## src/rtl/rxdw_pkg.sv

```systemverilog
package rxdw_pkg;

    // Descriptor word 0 layout
    localparam int OWN_BIT   = 31;
    localparam int LEN_LSB   = 16;
    localparam int LEN_W     = 14;
    localparam int ES_BIT    = 15;
    localparam int FS_BIT    = 9;
    localparam int LS_BIT    = 8;

    // Descriptor word 1 layout
    localparam int CHAIN_BIT = 24;
    localparam int SIZE_W    = 11;

    localparam int DESC_WORDS = 4;

    typedef enum logic [2:0] {
        ST_SUSP,
        ST_FETCH,
        ST_READY,
        ST_RECV,
        ST_WB
    } seq_state_e;

    typedef struct packed {
        logic              chain;
        logic [SIZE_W-1:0] size;
    } desc_ctl_t;

    // Completed status word: host owns it again, single-buffer frame
    function automatic logic [31:0] status_word(input logic [LEN_W-1:0] len,
                                                input logic es);
        logic [31:0] w;
        w = '0;
        w[LEN_LSB +: LEN_W] = len;
        w[ES_BIT] = es;
        w[FS_BIT] = 1'b1;
        w[LS_BIT] = 1'b1;
        return w;
    endfunction

endpackage

```

## src/rtl/rxdw_packer.sv

```systemverilog
module rxdw_packer
    import rxdw_pkg::*;
#(
    parameter int AW = 16
) (
    input  logic              clk,
    input  logic              rst,
    input  logic              take,
    input  logic              start,
    input  logic              last,
    input  logic [7:0]        data,
    input  logic [AW-1:0]     buf_base,
    input  logic [SIZE_W-1:0] buf_size,
    output logic              wr_en,
    output logic [AW-1:0]     wr_addr,
    output logic [31:0]       wr_data,
    output logic [LEN_W-1:0]  len_o,
    output logic              ovf_o
);

    logic [LEN_W-1:0] cnt_q;
    logic [LEN_W-1:0] eff;
    logic [LEN_W-1:0] size_ext;
    logic [31:0]      pack_q;
    logic [31:0]      merged;
    logic [1:0]       lane;
    logic             stored;
    logic             ovf_q;
    logic [AW-1:0]    words_cap;

    always_comb begin
        eff      = start ? '0 : cnt_q;
        size_ext = LEN_W'(buf_size);
        stored   = eff < size_ext;
        lane     = eff[1:0];
        merged   = start ? '0 : pack_q;
        merged[{lane, 3'b000} +: 8] = data;
        wr_en    = take && stored &&
                   (lane == 2'd3 || last || (eff + LEN_W'(1) == size_ext));
        wr_addr  = buf_base + AW'(eff >> 2);
        wr_data  = merged;
        words_cap = AW'((size_ext + LEN_W'(3)) >> 2);
    end

    always_ff @(posedge clk) begin
        if (rst) begin
            cnt_q  <= '0;
            pack_q <= '0;
            ovf_q  <= 1'b0;
        end else if (take) begin
            cnt_q  <= (&eff) ? eff : eff + LEN_W'(1);
            pack_q <= (lane == 2'd3) ? '0 : merged;
            ovf_q  <= (start ? 1'b0 : ovf_q) | ~stored;
        end
    end

    assign len_o = cnt_q;
    assign ovf_o = ovf_q;

    // no store lands past the end of the buffer
    p_stay_in_buf_r6: assert property (@(posedge clk) disable iff (rst)
        wr_en |-> ((wr_addr - buf_base) < words_cap));

    // once a frame overflowed, it stays marked until the next frame
    p_ovf_sticky_r6: assert property (@(posedge clk) disable iff (rst)
        (ovf_q && take && !start) |=> ovf_q);

endmodule

```

## src/rtl/rxdw_seq.sv

```systemverilog
module rxdw_seq
    import rxdw_pkg::*;
#(
    parameter int AW = 16
) (
    input  logic              clk,
    input  logic              rst,
    input  logic [AW-1:0]     list_base,
    input  logic              poll,
    input  logic              in_valid,
    input  logic              in_sof,
    input  logic              in_eof,
    input  logic              in_err,
    output logic              pk_take,
    output logic              pk_start,
    output logic              pk_last,
    input  logic              pk_wr_en,
    input  logic [AW-1:0]     pk_wr_addr,
    input  logic [31:0]       pk_wr_data,
    input  logic [LEN_W-1:0]  pk_len,
    input  logic              pk_ovf,
    output logic [AW-1:0]     buf_base,
    output logic [SIZE_W-1:0] buf_size,
    output logic              mem_req,
    output logic              mem_we,
    output logic [AW-1:0]     mem_addr,
    output logic [31:0]       mem_wdata,
    input  logic [31:0]       mem_rdata,
    output logic              done_pulse,
    output logic              miss_pulse,
    output logic              suspended
);

    seq_state_e    state_q;
    logic [2:0]    fi_q;
    logic [AW-1:0] ptr_q;
    logic [AW-1:0] buf_q;
    logic [AW-1:0] next_q;
    desc_ctl_t     ctl_q;
    logic          err_q;
    logic [AW-1:0] next_ptr;
    logic          ready_or_recv;
    logic          unused_rdata;

    assign unused_rdata  = ^mem_rdata;
    assign ready_or_recv = (state_q == ST_READY) || (state_q == ST_RECV);

    assign pk_take  = in_valid && (((state_q == ST_READY) && in_sof) || (state_q == ST_RECV));
    assign pk_start = (state_q == ST_READY);
    assign pk_last  = in_eof;

    assign miss_pulse = in_valid && in_sof && !ready_or_recv;
    assign done_pulse = (state_q == ST_WB);
    assign suspended  = (state_q == ST_SUSP);

    assign buf_base = buf_q;
    assign buf_size = ctl_q.size;
    assign next_ptr = ctl_q.chain ? next_q : ptr_q + AW'(DESC_WORDS);

    always_comb begin
        mem_req   = 1'b0;
        mem_we    = 1'b0;
        mem_addr  = '0;
        mem_wdata = '0;
        case (state_q)
            ST_FETCH: begin
                if (fi_q < 3'(DESC_WORDS)) begin
                    mem_req  = 1'b1;
                    mem_addr = ptr_q + AW'(fi_q);
                end
            end
            ST_READY, ST_RECV: begin
                mem_req   = pk_wr_en;
                mem_we    = 1'b1;
                mem_addr  = pk_wr_addr;
                mem_wdata = pk_wr_data;
            end
            ST_WB: begin
                mem_req   = 1'b1;
                mem_we    = 1'b1;
                mem_addr  = ptr_q;
                mem_wdata = status_word(pk_len, err_q | pk_ovf);
            end
            default: ;
        endcase
    end

    always_ff @(posedge clk) begin
        if (rst) begin
            state_q <= ST_SUSP;
            fi_q    <= '0;
            ptr_q   <= list_base;
            buf_q   <= '0;
            next_q  <= '0;
            ctl_q   <= '0;
            err_q   <= 1'b0;
        end else begin
            case (state_q)
                ST_SUSP: begin
                    if (poll) begin
                        state_q <= ST_FETCH;
                        fi_q    <= '0;
                    end
                end
                ST_FETCH: begin
                    fi_q <= fi_q + 3'd1;
                    case (fi_q)
                        3'd1: if (!mem_rdata[OWN_BIT]) state_q <= ST_SUSP;
                        3'd2: begin
                            ctl_q.chain <= mem_rdata[CHAIN_BIT];
                            ctl_q.size  <= mem_rdata[SIZE_W-1:0];
                        end
                        3'd3: buf_q <= mem_rdata[AW-1:0];
                        3'd4: begin
                            next_q  <= mem_rdata[AW-1:0];
                            state_q <= ST_READY;
                        end
                        default: ;
                    endcase
                end
                ST_READY: begin
                    if (pk_take) begin
                        if (in_eof) begin
                            state_q <= ST_WB;
                            err_q   <= in_err;
                        end else begin
                            state_q <= ST_RECV;
                        end
                    end
                end
                ST_RECV: begin
                    if (in_valid && in_eof) begin
                        state_q <= ST_WB;
                        err_q   <= in_err;
                    end
                end
                ST_WB: begin
                    ptr_q   <= next_ptr;
                    state_q <= ST_FETCH;
                    fi_q    <= '0;
                end
                default: state_q <= ST_SUSP;
            endcase
        end
    end

    // a poll in the suspended state starts with a read of the current word 0
    p_poll_fetch_r2: assert property (@(posedge clk) disable iff (rst)
        (suspended && poll) |=> (mem_req && !mem_we && mem_addr == $past(ptr_q)));

    // a write-back returns ownership and marks a single-buffer frame
    p_wb_release_r4: assert property (@(posedge clk) disable iff (rst)
        (done_pulse && mem_req && mem_we) |->
        (!mem_wdata[OWN_BIT] && mem_wdata[FS_BIT] && mem_wdata[LS_BIT]));

    // nothing touches memory while waiting on the host
    p_susp_quiet_r8: assert property (@(posedge clk) disable iff (rst)
        suspended |-> !mem_req);

    // a held descriptor is kept while no frame begins
    p_ready_hold_r12: assert property (@(posedge clk) disable iff (rst)
        (state_q == ST_READY && !(in_valid && in_sof)) |=> (state_q == ST_READY));

endmodule

```

## src/rtl/rxdw_status.sv

```systemverilog
module rxdw_status #(
    parameter int MISS_W = 16
) (
    input  logic              clk,
    input  logic              rst,
    input  logic              rx_set,
    input  logic              tx_set,
    input  logic [1:0]        clr,
    input  logic [1:0]        en,
    input  logic              miss_inc,
    output logic              rx_sts,
    output logic              tx_sts,
    output logic              irq,
    output logic [MISS_W-1:0] missed
);

    logic [1:0] sts_q;

    always_ff @(posedge clk) begin
        if (rst) begin
            sts_q  <= '0;
            missed <= '0;
        end else begin
            sts_q[0] <= rx_set | (sts_q[0] & ~clr[0]);
            sts_q[1] <= tx_set | (sts_q[1] & ~clr[1]);
            if (miss_inc && !(&missed))
                missed <= missed + MISS_W'(1);
        end
    end

    assign rx_sts = sts_q[0];
    assign tx_sts = sts_q[1];
    assign irq    = |(sts_q & en);

    // a completed frame always raises the receive status
    p_rx_set_r9: assert property (@(posedge clk) disable iff (rst)
        rx_set |=> rx_sts);

    // transmit status holds until cleared
    p_tx_hold_r10: assert property (@(posedge clk) disable iff (rst)
        (tx_sts && !clr[1]) |=> tx_sts);

    // with both enables low the line stays quiet
    p_irq_masked_r11: assert property (@(posedge clk) disable iff (rst)
        (en == 2'b00) |-> !irq);

    // the dropped-frame count never goes down
    p_missed_mono_r8: assert property (@(posedge clk) disable iff (rst)
        1'b1 |=> (missed >= $past(missed)));

endmodule

```

## src/rtl/rx_desc_writer.sv

```systemverilog
module rx_desc_writer
    import rxdw_pkg::*;
#(
    parameter int AW     = 16,
    parameter int MISS_W = 16
) (
    input  logic              clk,
    input  logic              rst,
    input  logic [AW-1:0]     list_base_i,
    input  logic              poll_i,
    input  logic              in_valid_i,
    input  logic [7:0]        in_data_i,
    input  logic              in_sof_i,
    input  logic              in_eof_i,
    input  logic              in_err_i,
    input  logic              tx_done_i,
    input  logic [1:0]        sts_clr_i,
    input  logic [1:0]        irq_en_i,
    output logic              mem_req_o,
    output logic              mem_we_o,
    output logic [AW-1:0]     mem_addr_o,
    output logic [31:0]       mem_wdata_o,
    input  logic [31:0]       mem_rdata_i,
    output logic              rx_done_o,
    output logic              tx_done_o,
    output logic              irq_o,
    output logic              suspended_o,
    output logic [MISS_W-1:0] missed_o
);

    logic              pk_take;
    logic              pk_start;
    logic              pk_last;
    logic              pk_wr_en;
    logic [AW-1:0]     pk_wr_addr;
    logic [31:0]       pk_wr_data;
    logic [LEN_W-1:0]  pk_len;
    logic              pk_ovf;
    logic [AW-1:0]     buf_base;
    logic [SIZE_W-1:0] buf_size;
    logic              done_pulse;
    logic              miss_pulse;

    rxdw_packer #(.AW(AW)) u_packer (
        .clk      (clk),
        .rst      (rst),
        .take     (pk_take),
        .start    (pk_start),
        .last     (pk_last),
        .data     (in_data_i),
        .buf_base (buf_base),
        .buf_size (buf_size),
        .wr_en    (pk_wr_en),
        .wr_addr  (pk_wr_addr),
        .wr_data  (pk_wr_data),
        .len_o    (pk_len),
        .ovf_o    (pk_ovf)
    );

    rxdw_seq #(.AW(AW)) u_seq (
        .clk        (clk),
        .rst        (rst),
        .list_base  (list_base_i),
        .poll       (poll_i),
        .in_valid   (in_valid_i),
        .in_sof     (in_sof_i),
        .in_eof     (in_eof_i),
        .in_err     (in_err_i),
        .pk_take    (pk_take),
        .pk_start   (pk_start),
        .pk_last    (pk_last),
        .pk_wr_en   (pk_wr_en),
        .pk_wr_addr (pk_wr_addr),
        .pk_wr_data (pk_wr_data),
        .pk_len     (pk_len),
        .pk_ovf     (pk_ovf),
        .buf_base   (buf_base),
        .buf_size   (buf_size),
        .mem_req    (mem_req_o),
        .mem_we     (mem_we_o),
        .mem_addr   (mem_addr_o),
        .mem_wdata  (mem_wdata_o),
        .mem_rdata  (mem_rdata_i),
        .done_pulse (done_pulse),
        .miss_pulse (miss_pulse),
        .suspended  (suspended_o)
    );

    rxdw_status #(.MISS_W(MISS_W)) u_status (
        .clk      (clk),
        .rst      (rst),
        .rx_set   (done_pulse),
        .tx_set   (tx_done_i),
        .clr      (sts_clr_i),
        .en       (irq_en_i),
        .miss_inc (miss_pulse),
        .rx_sts   (rx_done_o),
        .tx_sts   (tx_done_o),
        .irq      (irq_o),
        .missed   (missed_o)
    );

endmodule

```

## config.mk

```make
export PLATFORM = sky130hd
export DESIGN_NAME = rx_desc_writer
export DESIGN_NICKNAME = d
export VERILOG_FILES = /design/src/rtl/rxdw_pkg.sv /design/src/rtl/rxdw_packer.sv /design/src/rtl/rxdw_seq.sv /design/src/rtl/rxdw_status.sv /design/src/rtl/rx_desc_writer.sv
export SDC_FILE = /design/constraint.sdc
export NUM_CORES = 1
export LEC_CHECK = 0
export ABC_CLOCK_PERIOD_IN_PS = 9700
export BUFFER_PORTS_ARGS = -buffer_cell sky130_fd_sc_hd__buf_2
export CAP_MARGIN = 30
export CORE_UTILIZATION = 25
export CTS_BUF_LIST = sky130_fd_sc_hd__clkbuf_8
export CTS_CLUSTER_DIAMETER = 120
export DETAILED_ROUTE_END_ITERATION = 10
export PLACE_DENSITY = 0.43
export SLEW_MARGIN = 20
export SYNTH_ARGS = -nofsm -noshare
export SYNTH_HDL_FRONTEND = slang
export SYNTH_HIERARCHICAL = 1
export SYNTH_SLANG_ARGS = --single-unit
```

## constraint.sdc

```tcl
create_clock -name clk -period 9.7 [get_ports clk]
set_input_delay 1.94 -clock clk [delete_from_list [all_inputs] [get_ports clk]]
set_output_delay 1.94 -clock clk [all_outputs]
set_load 0.02 [all_outputs]
```

; Word-level counts from Yosys, hierarchy flattened
; Cells that the tools add are included.
[word_totals]
wordCells = 107
register_bits = 132
[classes]
eq_ne = 16
add_sub_neg = 7
n_bitwise = 10
muxes = 28
reduce_logical = 29
shift = 2
magnitude_cmp = 2
[ops]
columns = cell, count
row1 = 16-bit two-way mux, 4
row2 = 32-bit two-way mux, 2
row3 = 32-bit case mux with 2 select lines, 1
row4 = 16-bit case mux with 3 select lines, 1
row5 = 32-bit bitwise mux, 1
row6 = "8-bit by 7-bit variable shift with 32-bit output, first input constant", 1
row7 = 8-bit by 7-bit variable part select with 32-bit output, 1
row8 = 14-bit two-way mux, 2
row9 = 3-bit two-way mux, 6
row10 = "16-bit by 1-bit adder with 16-bit output, second input constant", 1
row11 = 16-bit by 12-bit adder with 16-bit output, 1
row12 = 16-bit by 3-bit adder with 16-bit output, 1
row13 = "16-bit by 3-bit adder with 16-bit output, second input constant", 1
row14 = 16-bit AND reduction, 1
row15 = 3-bit case mux with 5 select lines, 1
row16 = "14-bit by 1-bit adder with 14-bit output, second input constant", 1
row17 = 14-bit by 11-bit equality test with 1-bit output, 1
row18 = 14-bit by 11-bit less-than comparator with 1-bit output, 1
row19 = 14-bit AND reduction, 1
row20 = "3-bit by 2-bit equality test with 1-bit output, second input constant", 4
row21 = 3-bit case mux with 3 select lines, 1
row22 = 1-bit logical AND, 8
row23 = 2-bit AND reduction, 4
row24 = 5-bit negation with 7-bit output, 1
row25 = 26 further kinds, 47

; Depth between registers and ports, before layout
; Gate-level depths: netlist of the first run.
[depth]
depth_word = 7
depth_mapped = 19

; Modules after synthesis
; Netlist of the first run, hierarchy kept.
[by_module_without_submodules]
columns = module, seq_area_each_um2, area_each_um2, instances, cells_per_inst
row1 = rxdw_seq, 1501.4, 4053.9, 1, 513
row2 = rxdw_packer, 940.9, 3440.8, 1, 434
row3 = rxdw_status, 360.3, 952.2, 1, 105

; Worst setup path after synthesis of the first run
; Ideal clock, no wire load.
[synth_path]
path_type = register to output
startpoint = register u_seq.state_q[2]
endpoint = output port mem_req_o
arrival_time_ps = 3970
required_time_ps = 7760
slack_ps = 3790
n_path_buf = 7
path_stages_with_launch = 19
cell_sequence = dfxtp_1 buf_6 clkbuf_1 nand2b_1 nor2_1 clkbuf_1 clkbuf_1 clkbuf_1 clkbuf_1 nor2b_1 ha_1 clkbuf_1 nand3b_1 or2_2 nor3_1 xor2_1 a2111oi_2 o31a_1 a21o_1
[synth_via]
elab_chain_cells = 7
[synth_lines]
columns = element, line
row1 = start: declaration, rxdw_seq.sv:34  ; seq_state_e state_q;
row2 = start signal: assignment, rxdw_seq.sv:90  ; state_q <= ST_SUSP;
row3 = start signal: assignment, rxdw_seq.sv:101  ; state_q <= ST_FETCH;
row4 = start signal: assignment, rxdw_seq.sv:108  ; 3'd1: if (!mem_rdata[OWN_BIT]) state_q <= ST_SUSP;
row5 = 3-bit by 2-bit equality test with 1-bit output *, rxdw_seq.sv:49  ; assign pk_start = (state_q == ST_READY);
row6 = via pk_start, rx_desc_writer.sv:32  ; logic pk_start;
row7 = 14-bit two-way mux or 1-bit logical AND (tied branches), "rxdw_packer.sv:32, rxdw_seq.sv:48"
row8 = "14-bit by 1-bit adder with 14-bit output, or another cell as far along", rxdw_packer.sv:39  ; (lane == 2'd3 || last || (eff + LEN_W'(1) == size_ext));
row9 = "14-bit by 11-bit equality test with 1-bit output, or another cell as far along", rxdw_packer.sv:39
row10 = 1-bit logical OR or 1-bit logical AND (tied branches), "rxdw_packer.sv:39, rxdw_packer.sv:38"
row11 = 1-bit logical AND *, rxdw_packer.sv:38  ; wr_en = take && stored &&
row12 = via pk_wr_en, rx_desc_writer.sv:34  ; logic pk_wr_en;
row13 = 1-bit case mux with 3 select lines *, rxdw_seq.sv:65  ; case (state_q)
row14 = end: declaration, rx_desc_writer.sv:19  ; output logic mem_req_o,
; Mark *: on every way through the listed nets, which the timed path passes. The rest lies on a longest branch.

; Worst setup path after layout of the first run
; Ends and elaborated chain as after synthesis.

==> results of run 1 <==
## power by group through the flow
stage / logic [mW] / registers [mW] / clock network (mW)
2_1_floorplan: 0.114 / 0.584 / 0
3_3_place_gp: 0.167 / 0.598 / 0
3_5_place_dp: 0.168 / 0.598 / 0
4_1_cts: 0.168 / 0.585 / 0.601
5_1_grt: 0.184 / 0.589 / 0.624
6_report: 0.166 / 0.585 / 0.582
## routing by layer
| metal | part of all wire (%) | vias to the layer above |
|---|---|---|
| li1 | - | 3939 |
| met5 | 0 | - |
| met2 | 46 | 126 |
| met4 | 0.83 | 0 |
| met3 | 3.4 | 11 |
| met1 | 50 | 3711 |
## state kept, by name, indices dropped and copies added (netlist names), 2 cells and up
register	count
u_seq/next_q	16
u_packer/len_o	14
u_status/sts_q	2
u_seq/buf_base	16
u_status/missed	16
u_seq/buf_size	11
u_packer/pack_q	32
u_seq/state_q	3
u_seq/ptr_q	16
u_seq/fi_q	3
## per-stage QoR
step	area, um^2	std cells	worst slack, ps	util (%)
after floorplan	8450	1052	3790	-
after global placement	9320	1548	3510	28.4
after detailed placement	9370	1550	3480	28.5
after CTS	9850	1582	2960	30.0
after global routing	9870	1583	2620	30.0
final	9870	1583	2960	30.0
## cells in the final DEF (no fill, tap or decap), types with 7 or more instances in the layout
cell type / synthesis / final
edfxtp_1: 16 / 16
nand2_1: 160 / 160
buf_2: 12 / 122
and3_1: 9 / 9
o311ai_0: 19 / 19
a21o_1: 11 / 11
nand4_1: 8 / 8
clkbuf_8: 0 / 18
inv_1: 43 / 43
nand3_1: 17 / 17
and2_1: 30 / 30
o21ai_0: 49 / 49
nor2_1: 79 / 78
dfxtp_1: 116 / 116
a22o_1: 48 / 48
a21oi_1: 82 / 82
nor2b_1: 21 / 20
ha_1: 38 / 38
xor2_1: 7 / 7
o211ai_1: 7 / 7
buf_4: 12 / 10
xnor2_1: 27 / 27
a22oi_1: 30 / 30
mux2i_1: 11 / 11
nor3_1: 27 / 27
## kinds of logic after synthesis
group                      after synthesis  share of synthesized area [%]
and+or+nand+nor                        405                           24.1
AOI/OAI and AO/OA                      304                           24.7
DFF                                    132                           33.2
buffers and inverters                  122                           6.49
adders and majority gates               40                           6.10
xor gates and xnor gates                34                           3.53
muxes                                   15                           1.84
## final cells by class
type	count	area (um^2)	area share [%]
multi-input cells	798	5110	51.8
flip-flops and latches	132	2800	28.4
repair buffers	135	747	7.57
well taps	442	553	5.60
clock inverters	15	254	2.57
clock buffers	17	234	2.37
inverters	44	165	1.67
## worst paths after layout
check | start | to | depth (start not counted)
max | u_seq/state_q[2]$_SDFFE_PP0P_ | mem_req_o | 13
min | u_seq/next_q[11]$_SDFFE_PP0P_ | u_seq/next_q[11]$_SDFFE_PP0P_ | 2
max reg2reg | u_seq/state_q[2]$_SDFFE_PP0P_ | u_packer/len_o[0]$_SDFFE_PP0P_ | 13
min reg2reg | u_seq/next_q[11]$_SDFFE_PP0P_ | u_seq/next_q[11]$_SDFFE_PP0P_ | 2
## worst max-delay path: stages, from the launching register on
cell and delay, ps:
dfxtp_1 770, nand2b_1 310, nor2_2 50, buf_4 290, nor2b_1 390, ha_1 500
nand3b_1 210, nor4_2 580, o21ai_0 210, nand4b_1 220, a2111oi_2 280, o31a_1 180
a21o_1 170, buf_2 180
==> impl_metrics.sql, run 1 <==
INSERT INTO impl_metrics (metric_group, metric, value, unit) VALUES
('status', 'run_status', 'complete, no violations', ''),
('run', 'drv_cap', '0', ''),
('power_and_ir_drop', 'vdd.ir_drop.worst', '0.0824', 'mV'),
('synthesis', 'synth_nets', '1160', ''),
('global_routing', 'grt_antenna_before_repair', '0', ''),
('floorplanning', 'coreArea', '0.0329', 'mm^2'),
('global_routing', 'met1_usage', '22.6', '%'),
('finish', 'final_nets', '1236', ''),
('clocking', 'ctsHtreeMaxLevel', '4', ''),
('place', 'place.detailed.hpwl', '19.9', 'mm'),
('synthesis', 'synthDistinctLibCells', '78', ''),
('global_routing', 'grt.busiest_layer', 'met2', ''),
('synthesis', 'synth.cell_area', '0.00845', 'mm^2'),
('setup_path', 'reg2reg_setup_slack', '5490', 'ps'),
('timing', 'clock-skew-final', '11.9', 'ps'),
('global_routing', 'gr-usage-all-layers', '16.0', '%'),
('floorplanning', 'placement_rows', '66', ''),
('finish', 'n_fill_cell', '3643', ''),
('synthesis', 'yosys.cell_count.top_type', 'nand2_1', ''),
('power_and_ir_drop', 'power.share.sequential', '43.9', '%'),
('setup_path', 'cp.required', '7760', 'ps'),
('synthesis', 'ys_dominant_reg_cell', 'dfxtp_1', ''),
('routing', 'drtIter0Drc', '472', ''),
('synthesis', 'post_synth_most_frequent_cells', '160 x nand2_1, 116 x dfxtp_1, 82 x a21oi_1', ''),
('power_and_ir_drop', 'fin_total_pwr', '1.33', 'mW'),
('timing', 'fin_worst_hold_slack', '461', 'ps'),
('power_and_ir_drop', 'swShare', '27.9', '%'),
('setup_path', 'path_max_fanout', '46', ''),
('clocking', 'root_buffer', 'clkbuf_8', ''),
('global_routing', 'grt_first_pass_wirelength', '42.3', 'mm'),
('clocking', 'clkLatencyLatePin', '460', 'ps'),
('synthesis', 'avgSynthCellArea', '8.03', 'um^2'),
('timing', 'slew_headroom', '33.1', '%'),
('power_and_ir_drop', 'power_leakage', '3.95', 'nW'),
('synthesis', 'post_synth_main_area_contributors', 'dfxtp_1 27%, nand2_1 7.1%, edfxtp_1 5.7%', ''),
('timing', 'setup_total_negative_slack', '0', 'ps'),
('clocking', 'number_of_hold_buffers_added_after_cts', '0', ''),
('clocking', 'post_cts.repair.setup_buffers', '0', ''),
('synthesis', 'synth.yosys.seq_area_share', '33.2', '%'),
('timing', 'final_min_period_over_clock_period', '69.5', '%'),
('synthesis', 'synth_top_area_cell', 'dfxtp_1', ''),
('synthesis', 'synth_top_area_share', '27.5', '%'),
('clocking', 'clock_tree.buffer_depth', '2', ''),
('global_routing', 'met2_usage', '25.1', '%'),
('floorplanning', 'die-area', '0.0345', 'mm^2'),
('finish', 'syn_to_final_growth', '16.8', '%'),
('clocking', 'post_cts.resized_instances', '0', ''),
('global_routing', 'grt_overflow', '0', ''),
('synthesis', 'post_synth_edffs', '16', ''),
('synthesis', 'ys_seq_elements', '132', ''),
('power_and_ir_drop', 'power.combinational.fraction', '12.5', '%'),
('timing', 'final.min_clock_period', '6740', 'ps'),
('routing', 'routedWlPerCell', '17.3', 'um'),
('synthesis', 'synthCells', '1052', ''),
('power_and_ir_drop', 'netSwitchingPower', '373', 'uW'),
('timing', 'timing.final.max_slew_violations', '0', ''),
('floorplanning', 'die_w', '186', 'um'),
('clocking', 'clock_tree_from_tritoncts', 'built', ''),
('floorplanning', 'io_pins', '138', ''),
('clocking', 'clk_pin_slew', '80', 'ps'),
('global_routing', 'grt_util_met3', '2.47', '%'),
('clocking', 'cts_buffers', '17', ''),
('floorplanning', 'die_y', '186', 'um'),
('timing', 'timing.final.hold_violations', '0', ''),
('setup_path', 'timing_worst_setup_path_type', 'reg2out', ''),
('finish', 'insertedDiodeCount', '0', ''),
('place', 'globalplace.congestion', '0.771', ''),
('place', 'input_output_buffers', '123', ''),
('timing', 'worstMarginPinSlew', '996', 'ps'),
('routing', 'wl', '27.3', 'mm'),
('synthesis', 'synth-async-reset-ratio', '0', '%');
(Power assumes the default switching activity.)
==> inputs of run 2 (changes only) <==
ABC_CLOCK_PERIOD_IN_PS = 6630   (was 9700)
clock period = 6.63 ns   (was 9.7 ns; I/O delays follow)
==> impl_metrics.sql, run 2 (same netlist as run 1, synthesis figures left out) <==
INSERT INTO impl_metrics (metric_group, metric, value, unit) VALUES
('clocking', 'clk_pin_slew', '80', 'ps'),
('power_and_ir_drop', 'pwr_density_cell', '189', 'mW/mm^2'),
('global_routing', 'grt_first_pass_wirelength', '42.7', 'mm'),
('power_and_ir_drop', 'power_leakage', '3.93', 'nW'),
('routing', 'detailed_routing_iteration_count_for_the_pre_antenna_repair_pass', '5', ''),
('clocking', 'ctsHtreeMaxLevel', '4', ''),
('run', 'drv_cap', '0', ''),
('setup_path', 'cpPeakStageDelay', '540', 'ps'),
('routing', 'post-route-drc-count', '0', ''),
('worst_hold_path', 'hold_start', 'u_seq/ctl_q[11]$_SDFFE_PP0P_', ''),
('setup_path', 'critical_path_cell_count', '14', ''),
('clocking', 'post_cts.resized_instances', '0', ''),
('clocking', 'clock_tree.buffer_depth', '2', ''),
('setup_path', 'reg2reg_to', 'u_packer/len_o[1]$_SDFFE_PP0P_', ''),
('finish', 'registers.top_by_ff_count', 'u_packer/pack_q', ''),
('clocking', 'cts_buffers', '17', ''),
('global_routing', 'largest_net_degree_at_the_start_of_global_routing', '63', ''),
('timing', 'worstMarginPinSlew', '754', 'ps'),
('floorplanning', 'die_y', '186', 'um'),
('clocking', 'clkLatencyLatePin', '460', 'ps'),
('timing', 'fin_worst_hold_slack', '456', 'ps'),
('timing', 'timing.final.hold_violations', '0', ''),
('routing', 'route.antenna.remaining_nets', '0', ''),
('timing', 'clock-skew-final', '13.6', 'ps'),
('timing', 'final.min_clock_period', '5810', 'ps'),
('setup_path', 'reg2reg_setup_slack', '2810', 'ps'),
('setup_path', 'critPathCaptureType', 'primary output', ''),
('routing', 'mean_number_of_vias_per_cell', '4.91', ''),
('place', 'globalplace.congestion', '0.841', ''),
('status', 'run_status', 'complete, no violations', ''),
('floorplanning', 'die-area', '0.0345', 'mm^2'),
('setup_path', 'worst-endpoint-arrival', '4490', 'ps'),
('worst_hold_path', 'whs_endpoint', 'u_seq/ctl_q[11]$_SDFFE_PP0P_', ''),
('routing', 'drtIter0Drc', '525', ''),
('clocking', 'root_buffer', 'clkbuf_8', ''),
('timing', 'slew_headroom', '49.6', '%'),
('finish', 'largest_reg_flops', '32', ''),
('routing', 'routedWlPerCell', '17.2', 'um'),
('floorplanning', 'initial_cell_density_of_the_core', '25.7', '%'),
('finish', 'most_frequent_standard_cell_in_the_layout_excluding_fill_and_tap_cells', 'nand2_1', ''),
('clocking', 'clock_sinks', '132', ''),
('finish', 'final_nets', '1242', ''),
('timing', 'finalSetupViolCount', '0', ''),
('timing', 'setup_total_negative_slack', '0', 'ps'),
('setup_path', 'cpMaxStageDelayCell', 'ha_1', ''),
('floorplanning', 'die_w', '186', 'um'),
('clocking', 'post_cts.repair.setup_buffers', '0', ''),
('worst_hold_path', 'hold_class', 'reg2reg', ''),
('setup_path', 'ff2ff_path_depth', '14', ''),
('timing', 'timing.final.max_slew_violations', '0', ''),
('finish', 'syn_to_final_growth', '16.1', '%'),
('finish', 'layoutNonFillerInstCount', '1590', ''),
('setup_path', 'regToRegStartpoint', 'u_seq/state_q[2]$_SDFFE_PP0P_', ''),
('setup_path', 'path_cells', 'buf_4 > nand2b_1 > nor2_2 > buf_4 > nor2b_1 > ha_1 > nand3b_1 > or2_2 > nor3_1 > xor2_1 > a2111oi_2 > o31a_1 > a21o_1 > buf_2', ''),
('timing', 'fmax', '0.172', 'GHz'),
('global_routing', 'grt_overflow', '0', ''),
('timing', 'final_min_period_over_clock_period', '87.7', '%'),
('setup_path', 'path_max_fanout', '18', ''),
('setup_path', 'cp.required', '5300', 'ps'),
('clocking', 'clock_tree_from_tritoncts', 'built', ''),
('routing', 'wl', '27.4', 'mm'),
('place', 'placed_area', '0.00938', 'mm^2'),
('clocking', 'number_of_hold_buffers_added_after_cts', '0', ''),
('setup_path', 'buffers_inverters_on_critical_path', '3', ''),
('setup_path', 'most_frequent_cell_on_the_critical_path', 'buf_4', ''),
('place', 'input_output_buffers', '123', ''),
('global_routing', 'first_global_vias', '7277', ''),
('worst_hold_path', 'whs_path_depth', '2', ''),
('floorplanning', 'io_pins', '138', ''),
('finish', 'most-common-layout-cells', '160 x nand2_1, 123 x buf_2, 116 x dfxtp_1, 82 x a21oi_1, 78 x nor2_1', ''),
('place', 'place.detailed.instances', '1556', ''),
('floorplanning', 'coreArea', '0.0329', 'mm^2'),
('finish', 'post_route_cells_drive_above_1_share', '17.4', '%'),
('setup_path', 'timing_worst_setup_path_type', 'reg2out', ''),
('finish', 'final_cell_area', '0.00981', 'mm^2'),
('global_routing', 'grt_antenna_before_repair', '1', ''),
('global_routing', 'gr-usage-all-layers', '16.1', '%'),
('setup_path', 'timing.critical_path.from_type', 'flip-flop', ''),
('place', 'place.detailed.hpwl', '19.9', 'mm'),
('place', 'pre_cts_slack', '1230', 'ps'),
('timing', 'final_critical_path_setup_slack', '816', 'ps'),
('power_and_ir_drop', 'vdd.ir_drop.worst', '0.118', 'mV'),
('timing', 'unrepaired_setup_endpoints_after_global_routing', 'false', ''),
('floorplanning', 'placement_rows', '66', ''),
('routing', 'vias', '7805', ''),
('setup_path', 'critical_path.top_delay_family', 'simple AND/OR/NAND/NOR gates', '');
-- run 2: through the flow --
| step | utilization (%) | power [mW] |
|---|---|---|
| finish | 29.8 | 1.86 |
| global route | 29.8 | 1.95 |
| CTS | 29.8 | 1.89 |
| detailed placement | 28.5 | 1.12 |
| global placement | 28.5 | 1.12 |
| floorplan | - | 1.02 |
-- run 2: how the worst max path moves through the flow --
stage          slack [ps]        end                          start
2_1_floorplan        1330  mem_req_o  u_seq/state_q[2]$_SDFFE_PP0P_
3_3_place_gp         1310  mem_req_o  u_seq/state_q[2]$_SDFFE_PP0P_
3_5_place_dp         1230  mem_req_o  u_seq/state_q[2]$_SDFFE_PP0P_
4_1_cts               720  mem_req_o  u_seq/state_q[2]$_SDFFE_PP0P_
5_1_grt               350  mem_req_o  u_seq/state_q[2]$_SDFFE_PP0P_
6_report              820  mem_req_o  u_seq/state_q[2]$_SDFFE_PP0P_
-- run 2: per-layer routing --
layer	vias up	track usage, %	part of all wire (%)
met2	131	25.0	46
met1	3712	23.1	50
met4	0	4.03	0.84
met3	9	2.58	3.0
met5	-	0	0
li1	3953	-	-
-- run 2: area by class of cell --
cell class              count  area [um^2]
diodes                      1         2.50
clock buffers              17          234
clock inverters            15          191
fillers                  3682        23100
inverters                  44          165
multi-input cells         798         5110
flip-flops and latches    132         2800
well taps                 442          553
repair buffers            141          751
-- run 2: where the power goes --
group          internal [mW]  switching [mW]
clock                  0.382           0.373
sequential             0.824          0.0213
combinational         0.0947           0.161
total                   1.30           0.556
-- run 2: worst min-delay path: cells and delay by family, from the launching register on --
kind | cells | cell delay, ps
DFF | 1 | 310
AOI/OAI and AO/OA | 1 | 50
and+or+nand+nor | 1 | 50
==> inputs of run 3 (changes only) <==
ABC_CLOCK_PERIOD_IN_PS = 5300   (was 6630)
CAP_MARGIN = not set   (was 30)
PLACE_DENSITY = 0.44   (was 0.43)
clock period = 5.3 ns   (was 6.63 ns; I/O delays follow)
==> impl_metrics.sql, run 3 (same netlist as run 1, synthesis figures left out) <==
INSERT INTO impl_metrics (metric_group, metric, value, unit) VALUES
('status', 'run_status', 'complete, no violations', ''),
('setup_path', 'timing.critical_path.from_type', 'flip-flop', ''),
('clocking', 'root_buffer', 'clkbuf_8', ''),
('setup_path', 'path_cells', 'nand2b_1 > nor2_4 > buf_4 > nor2b_1 > buf_4 > inv_1 > fa_1 > nor2b_1 > o21bai_1 > a31oi_1 > nor2_1 > o21ai_0 > nand3_1 > xnor2_1 > a22oi_1 > nand3_1 > buf_2', ''),
('place', 'place.detailed.hpwl', '19.9', 'mm'),
('run', 'drv_cap', '0', ''),
('global_routing', 'grt_overflow', '0', ''),
('timing', 'timing.final.hold_violations', '0', ''),
('global_routing', 'largest_net_degree_at_the_start_of_global_routing', '64', ''),
('global_routing', 'gr-usage-all-layers', '15.9', '%'),
('timing', 'setup_total_negative_slack', '0', 'ps'),
('setup_path', 'critical_path.top_delay_family', 'simple AND/OR/NAND/NOR gates', ''),
('finish', 'most_frequent_standard_cell_in_the_layout_excluding_fill_and_tap_cells', 'nand2_1', ''),
('setup_path', 'timing_worst_setup_path_type', 'reg2out', ''),
('floorplanning', 'placement_rows', '66', ''),
('routing', 'drtIter0Drc', '467', ''),
('finish', 'finalCoreUtilization', '30.0', '%'),
('timing', 'clock-skew-final', '12.4', 'ps'),
('floorplanning', 'initial_cell_density_of_the_core', '25.7', '%'),
('timing', 'final_min_period_over_clock_period', '93.9', '%'),
('timing', 'timing.final.max_slew_violations', '0', ''),
('worst_hold_path', 'hold_class', 'reg2reg', ''),
('timing', 'worstMarginPinSlew', '948', 'ps'),
('routing', 'routedWlPerCell', '17.1', 'um'),
('finish', 'insertedDiodeCount', '0', ''),
('routing', 'wl', '27.2', 'mm'),
('finish', 'largest_reg_flops', '32', ''),
('place', 'globalplace.congestion', '0.840', ''),
('clocking', 'clk_pin_slew', '90', 'ps'),
('timing', 'fmax', '0.201', 'GHz'),
('floorplanning', 'io_pins', '138', ''),
('timing', 'final_critical_path_setup_slack', '324', 'ps'),
('clocking', 'clock_tree_from_tritoncts', 'built', ''),
('floorplanning', 'die-area', '0.0345', 'mm^2'),
('setup_path', 'cpMaxStageDelayCell', 'fa_1', ''),
('place', 'input_output_buffers', '123', ''),
('clocking', 'clock_tree.buffer_depth', '2', ''),
('routing', 'route.antenna.remaining_nets', '0', ''),
('timing', 'finalSetupViolCount', '0', ''),
('routing', 'detailed_routing_iteration_count_for_the_pre_antenna_repair_pass', '6', ''),
('setup_path', 'cp.required', '4240', 'ps'),
('finish', 'registers.top_by_ff_count', 'u_packer/pack_q', ''),
('place', 'pre_cts_slack', '574', 'ps'),
('floorplanning', 'die_y', '186', 'um'),
('power_and_ir_drop', 'power_leakage', '3.95', 'nW'),
('setup_path', 'cpPeakStageDelay', '420', 'ps'),
('timing', 'unrepaired_setup_endpoints_after_global_routing', 'false', ''),
('setup_path', 'critPathCaptureType', 'primary output', ''),
('power_and_ir_drop', 'vdd.ir_drop.worst', '0.137', 'mV'),
('timing', 'slew_headroom', '36.3', '%'),
('timing', 'final.min_clock_period', '4980', 'ps'),
('clocking', 'ctsHtreeMaxLevel', '4', ''),
('routing', 'post-route-drc-count', '0', ''),
('global_routing', 'first_global_vias', '7378', ''),
('power_and_ir_drop', 'fin_total_pwr', '2.33', 'mW'),
('floorplanning', 'coreArea', '0.0329', 'mm^2'),
('routing', 'vias', '7835', ''),
('clocking', 'cts_buffers', '17', ''),
('setup_path', 'path_max_fanout', '13', ''),
('global_routing', 'grt_antenna_before_repair', '0', ''),
('finish', 'final_nets', '1245', ''),
('floorplanning', 'die_w', '186', 'um'),
('finish', 'syn_to_final_growth', '16.8', '%'),
('clocking', 'clkLatencyLatePin', '470', 'ps'),
('routing', 'mean_number_of_vias_per_cell', '4.92', ''),
('clocking', 'clock_sinks', '132', ''),
('finish', 'post_route_cells_drive_above_1_share', '17.8', '%'),
('power_and_ir_drop', 'pwr_density_cell', '236', 'mW/mm^2'),
('setup_path', 'buffers_inverters_on_critical_path', '4', ''),
('setup_path', 'worst-endpoint-arrival', '3920', 'ps'),
('finish', 'most-common-layout-cells', '160 x nand2_1, 122 x buf_2, 116 x dfxtp_1, 82 x a21oi_1, 78 x nor2_1', ''),
('global_routing', 'grt_first_pass_wirelength', '42.5', 'mm');
-- run 3: changes by cell type in the layout (fill, tap and decap cells not counted), sizes merged --
cell | before | now
diode | 1 | 0
clkbuf | 17 | 19
inv | 51 | 46
clkinv | 2 | 5
buf | 141 | 144
-- run 3: path summary, 6_finish.rpt --
check | to | slack (ps) | from | depth (start not counted)
setup / recovery | mem_addr_o[14] | 320 | u_seq/state_q[2]$_SDFFE_PP0P_ | 17
hold / removal | u_seq/next_q[0]$_SDFFE_PP0P_ | 460 | u_seq/next_q[0]$_SDFFE_PP0P_ | 2
hold reg to reg | u_seq/next_q[0]$_SDFFE_PP0P_ | 460 | u_seq/next_q[0]$_SDFFE_PP0P_ | 2
setup reg to reg | u_packer/len_o[1]$_SDFFE_PP0P_ | 2010 | u_seq/state_q[2]$_SDFFE_PP0P_ | 12
-- run 3: cell type report --
cell class	count	area (um^2)
Fill cell	3658	23000
Multi-Input combinational cell	798	5120
Clock buffer	19	262
Clock inverter	13	174
Inverter	44	165
Tap cell	442	553
Timing Repair Buffer	144	788
Sequential cell	132	2800
-- run 3: through the flow --
| step | hold slack [ps] | instance area (um^2) | cells |
|---|---|---|---|
| after floorplan | 428 | 8450 | 1052 |
| after CTS | 461 | 9830 | 1589 |
| after detailed placement | 446 | 9400 | 1557 |
| after global placement | 442 | 9380 | 1556 |
| after global routing | 479 | 9870 | 1592 |
| final | 457 | 9870 | 1592 |
-- run 3: where the power goes --
| part | leakage, nW | total (mW) | internal [mW] | switching [mW] |
|---|---|---|---|---|
| logic | 2.65 | 0.322 | 0.119 | 0.203 |
| registers | 1.09 | 1.06 | 1.03 | 0.0280 |
| clock network | 0.210 | 0.950 | 0.497 | 0.452 |
-- run 3: timing repair --
action / 4_1_cts / 5_1_grt
hold buffers: 0 / 0
buffers inserted: 0 / 3
gates resized for setup: 0 / 3
setup endpoints to repair: 0 / 8
-- run 3: tightest hold or removal path, stage by stage, from the launching register on --
cell	delay, ps
dfxtp_1	320
nand2_1	50
a21oi_1	50
-- run 3: layer usage --
layer,vias up,track usage [%],wire length (um)
li1,3946,-,-
met1,3732,22.4,13300
met2,146,25.3,12700
met3,11,2.41,912
met4,0,3.93,210
met5,-,0,0
